`src/rtl/lb_csdec.sv`:
```
module lb_csdec #(
  parameter int LA_W = 8
) (
  input  logic              clk,
  input  logic              rst_n,
  input  logic              acc_stb,
  input  logic              mem_sel,
  input  logic [LA_W+3:0]   ofs,
  input  logic [2:0]        win_log2,
  input  logic [3:0]        dec_pos,
  output logic [LA_W-1:0]   la,
  output logic [3:0]        cs_n
);
  localparam int OFS_W   = LA_W + 4;
  localparam int EXT_W   = LA_W + 2;
  localparam int MAX_LOG = LA_W - 2;
  localparam int MAX_POS = LA_W;

  logic [2:0]       wl_c;
  logic [3:0]       pos_c;
  logic [LA_W:0]    span;
  logic [LA_W-1:0]  io_mask;
  logic [LA_W-1:0]  io_addr;
  logic [EXT_W-1:0] io_ext;
  logic [EXT_W-1:0] io_shift;
  logic [1:0]       sel;
  logic [LA_W-1:0]  nxt_la;

  assign wl_c    = (int'(win_log2) > MAX_LOG) ? 3'(MAX_LOG) : win_log2;
  assign pos_c   = (int'(dec_pos) > MAX_POS) ? 4'(MAX_POS) : dec_pos;
  assign span    = (LA_W+1)'(1) << ({1'b0, wl_c} + 4'd2);
  assign io_mask = LA_W'(span - (LA_W+1)'(1));
  assign io_addr = ofs[LA_W-1:0] & io_mask;
  assign io_ext  = {2'b00, io_addr};
  assign io_shift = io_ext >> pos_c;

  assign sel    = mem_sel ? ofs[OFS_W-1:OFS_W-2] : io_shift[1:0];
  assign nxt_la = mem_sel ? ofs[LA_W+1:2] : io_addr;

  always_ff @(posedge clk) begin
    if (!rst_n) begin
      la   <= '0;
      cs_n <= 4'b1111;
    end else if (acc_stb) begin
      la   <= nxt_la;
      cs_n <= ~(4'b0001 << sel);
    end else begin
      cs_n <= 4'b1111;
    end
  end

  assert_one_cs_R9: assert property (@(posedge clk) disable iff (!rst_n)
    acc_stb |=> ($countones(~cs_n) == 1));

  assert_idle_release_R2: assert property (@(posedge clk) disable iff (!rst_n)
    !acc_stb |=> (cs_n == 4'b1111 && $stable(la)));

  assert_io_upper_zero_R3: assert property (@(posedge clk) disable iff (!rst_n)
    (acc_stb && !mem_sel) |=> ((la & ~$past(io_mask)) == '0));

  assert_single_region_R7: assert property (@(posedge clk) disable iff (!rst_n)
    (acc_stb && !mem_sel && ({1'b0, pos_c} >= ({2'b00, wl_c} + 5'd2)))
      |=> (cs_n == 4'b1110));

  assert_mem_map_R8: assert property (@(posedge clk) disable iff (!rst_n)
    (acc_stb && mem_sel) |=> (la == $past(ofs[LA_W+1:2]) && !cs_n[$past(ofs[OFS_W-1:OFS_W-2])]));

  assert_cs_onehot0_R4: assert property (@(posedge clk) disable iff (!rst_n)
    $onehot0(~cs_n));

endmodule

```
`config.mk`:
```
export PLATFORM = sky130hd
export DESIGN_NAME = lb_csdec
export DESIGN_NICKNAME = d
export VERILOG_FILES = /design/src/rtl/lb_csdec.sv
export SDC_FILE = /design/constraint.sdc
export NUM_CORES = 1
export LEC_CHECK = 0
export BUFFER_PORTS_ARGS = -buffer_cell sky130_fd_sc_hd__buf_4
export CAP_MARGIN = 15
export CORE_MARGIN = 1
export CORE_UTILIZATION = 50
export DETAILED_ROUTE_END_ITERATION = 8
export PLACE_DENSITY = 0.82
export SKIP_CTS_REPAIR_TIMING = 1
export SYNTH_ARGS = -nofsm -noshare
export SYNTH_HDL_FRONTEND = slang
export SYNTH_SLANG_ARGS = --single-unit
```
`constraint.sdc`:
```
create_clock -name clk -period 7.7 [get_ports clk]
set_input_delay 0.385 -clock clk [delete_from_list [all_inputs] [get_ports clk]]
set_output_delay 0.385 -clock clk [all_outputs]
set_load 0.1 [all_outputs]
```
# After elaboration in Yosys (flattened, before gate mapping)
# Index checks and enable logic that the tools add are counted.
[op_classes]
add_sub_neg = 2
n_reduce_logical = 1
n_mux = 4
shifts = 3
n_lt_le_gt_ge = 2
bitwise = 2
[ops]
columns = ["operator", "count"]
rows = [
  ["$and A8 B8 Y8", 1],
  ["$mux W8", 1],
  ["$shl A1 B4 Y8 const A", 1],
  ["$shr A8 B4 Y2", 1],
  ["$sub A8 B1 Y8 const B", 1],
  ["$add A3 B2 Y4 const B", 1],
  ["$gt A4 B4 Y1 const B", 1],
  ["$mux W4", 1],
  ["$not A4 Y4", 1],
  ["$shl A1 B2 Y4 const A", 1],
  ["$gt A3 B3 Y1 const B", 1],
  ["$mux W3", 1],
  ["$mux W2", 1],
  ["$reduce_and A2 Y1", 1],
]
[totals]
register_bits = 12
in_bits = 23
output_inout_bits = 12
elab_cells = 16

# Depth between registers and ports, before layout
[depth]
depth_word = 10
depth_mapped = 9
ltp_nobuf = 9

# Least setup slack after synthesis
# OpenSTA, ideal clock, no wires.
[synth_timing]
kind = "input -> register"
from = "in win_log2[1]"
to = "reg cs_n[2]"
cell_stages = 9
setup_ns = 0.134
arrival_ns = 2.798
setup_slack_ns = 4.768
required_ns = 7.566
path_buffers = 0
cell_sequence = "inv_1 > ha_1 > or4b_2 > ha_1 > nand2_1 > mux2i_1 > a221o_1 > a32o_1 > or4_1"
[synth_via]
elab_chain_len = 10
[synth_lines]
columns = ["element", "line", "text"]
rows = [
  ["from (decl)", "9", "input logic [2:0] win_log2,"],
  ["$gt A3 B3 Y1", "29", "assign wl_c = (int'(win_log2) > MAX_LOG) ? 3'(MAX_LOG) : win_log2;"],
  ["$mux W3 *", "29", ""],
  ["$add A3 B2 Y4 *", "31", "assign span = (LA_W+1)'(1) << ({1'b0, wl_c} + 4'd2);"],
  ["$shl A1 B4 Y8 *", "31", ""],
  ["$sub A8 B1 Y8 *", "32", "assign io_mask = LA_W'(span - (LA_W+1)'(1));"],
  ["$and A8 B8 Y8 *", "33", "assign io_addr = ofs[LA_W-1:0] & io_mask;"],
  ["$shr A8 B4 Y2 *", "35", "assign io_shift = io_ext >> pos_c;"],
  ["$mux W2 *", "37", "assign sel = mem_sel ? ofs[OFS_W-1:OFS_W-2] : io_shift[1:0];"],
  ["$shl A1 B2 Y4 *", "46", "cs_n <= ~(4'b0001 << sel);"],
  ["$not A4 Y4 *", "46", ""],
  ["to (signal assigned)", "46", ""],
  ["to (decl)", "12", "output logic [3:0] cs_n"],
]
# Mark *: on every way between the ends. The rest lies on a longest branch, timed or not.
# A chain may end at the register's enable or synchronous reset.

# Worst setup path in the final report
# Ends and elaborated chain as after synthesis.

==> run summary <==
Num CTS Buffers: 3
CP max FO: 7
Antenna Nets Post-Route: 0
Layout Nets: 165
Max Cap Violations: 0
drt pass-1 iters: 6
Reg clk slew, reported paths: 0.07 ns
Final Instance Count excl. Fillers: 151
top post-synthesis cells by area: dfxtp_1 27%, mux2i_1 9.1%, ha_1 7.1%, nor2_1 4.7%, a211oi_1 4.3%
#FFs+latches synth: 12
Worst Setup Start Kind: primary input
final core occ: 73.7%
placed cells: 148
most frequent cell after synthesis: dfxtp_1
Post-DP HPWL: 1.71 mm
Hold Slack: 0.364 ns
setup TNS: 0 ns
Final Hold Fails: 0
adder and majority gate portion of the synthesized area: 7.14%
Critical Path RT: 7.84 ns
setup ws final: 4.63 ns
mux contribution to synthesized area: 11.7%
Final Critical Period: 3.07 ns
Synth Area in Simple Gates: 31.9%
max-slew violations: 0
Post-synth EDFFs: 0
global-route wire length before repair: 3.55 mm
overall power: 179 µW
final setup fails: 0
CTS tree: done
initial antenna violation count: 0
LEAKAGE: 0.510 nW
fmax: 326 MHz
Post-Syn Nets: 129
register area share after synthesis: 27.4%
Cell variety after synth: 39
# DRC: 0
area growth from synthesis to layout: 32.7%
pwr dens: 154 nW/µm²
global route total overflow: 0
mean cell area of the mapped netlist: 8.67 µm²
worst slack, placed: 4.36 ns
die height: 43.9 µm
slew margin rel.: 76.2%
htree depth: 1
CP Class: primary input to flop
Yosys warnings: 0
I/O pin count: 35
ys flop type: dfxtp_1
Clock Skew: 0 ns
gpl congestion: 0.834
Placeable Area: 1580 µm²
starting density of the core: 55.6%
die area: 1920 µm²
Synth top cells by count: 12 x dfxtp_1, 11 x nor2_1, 9 x nand2_1, 8 x mux2i_1
routed len/inst: 13.7 µm
share of the synthesized area in the top cell type: 27.4%
Avg Vias per Cell: 5.93
main combinational cell family by area after synthesis: simple AND/OR/NAND/NOR gates
IO Port Bufs: 34
critical path arrival: 3.20 ns
grt met1 use: 30.3%
layout cell share with drive strength beyond 1: 31.9%
DP Area: 1140 µm²
Final Cycle Share: 39.9%
met3 Usage GRT: 3.33%
Worst-Skew Late Latency: 0.25 ns
Final Routed Wirelength: 2.07 mm
Synth Area in Compound Gates: 18.9%
pin count of the biggest net entering global routing: 19
GRT busiest layer: met2
ANT cells: 0
Post-Synthesis Cells: 101
CTS max path bufs: 2
largest area contributor in the netlist: dfxtp_1
clk root buf: clkbuf_4
Sink Count: 12
Die W: 43.9 µm
worst-margin pin slew: 0.347 ns
Peak VDD IR: 77.5 µV
run status: finished, final reports clean
Starting DRT DRC Count: 19
vias in the first global route: 820
row count: 14
post-route cell area: 1160 µm²
hold crit path type: primary input to flop
GRT Overall Usage: 24.7%
vias post-DR: 896
Post-synth ARST share: 0%
nature of the critical path endpoint: flop
RSZ-0062 raised after global routing: no
Synth Area in XOR/XNOR: 0%
met2 usage: 43.0%
Synth Cell Area: 876 µm²
[placed cells by master, fill, tap and decap left out, types with 3 or more instances in the layout]
cell / instances
nand2b_1: 5
a311oi_1: 3
clkbuf_4: 3
nor2b_1: 3
mux2i_1: 8
a211oi_1: 5
nand2_1: 9
nor2_1: 11
dfxtp_1: 12
buf_4: 34
ha_1: 5
inv_1: 4
nor3_1: 3
[cells by family (layout without fill, tap and decap cells)]
group	after synthesis	count (layout)
multiplexers	9	9
flip-flops	12	12
AND/OR/NAND/NOR	47	47
adder cells (fa/ha/maj)	5	5
buffers and inverters	7	41
AO/OA/AOI/OAI	21	21
[where the power goes]
part	total (mW)	switching, mW	leakage, nW	internal (mW)
Combinational	0.0762	0.0508	0.397	0.0254
Clock	0.0355	0.0175	0.0138	0.0180
Sequential	0.0676	0.00166	0.0991	0.0659
Total	0.179	0.0699	0.510	0.109
[final cells by class]
type | count | area [µm²]
inverters | 4 | 15.0
well taps | 16 | 20.0
clock buffers | 3 | 22.5
repair buffers | 34 | 255
fillers | 132 | 414
flip-flops and latches | 12 | 240
multi-input cells | 82 | 609
[critical path, cell delays in order]
cell and delay (ns):
buf_4 0.13, inv_1 0.08, ha_1 0.37, or4b_2 0.66, ha_1 0.29, nor2b_1 0.24
mux4_2 0.28, o21ai_0 0.07, a22o_1 0.28, or4_1 0.41
[sequential cells by signal (all words and copies together), names as in the netlist]
signal,cells
la,8
cs_n,4
[worst paths after layout]
check | depth (start not counted) | startpoint | slack (ns) | to
worst max register to register | 2 | la[7] | 6.99 | la[7]
worst min register to register | 2 | la[2] | 0.48 | la[2]
worst max-delay path | 10 | win_log2[1] | 4.63 | cs_n[2]
worst min-delay path | 3 | ofs[10] | 0.36 | cs_n[0]
[layer usage]
layer | vias to the layer above | share of wire, %
met3 | 2 | 4.3
met1 | 409 | 45
met5 | - | 0
met4 | 0 | 0.77
li1 | 450 | -
met2 | 35 | 49
(Power assumes the default switching activity.)
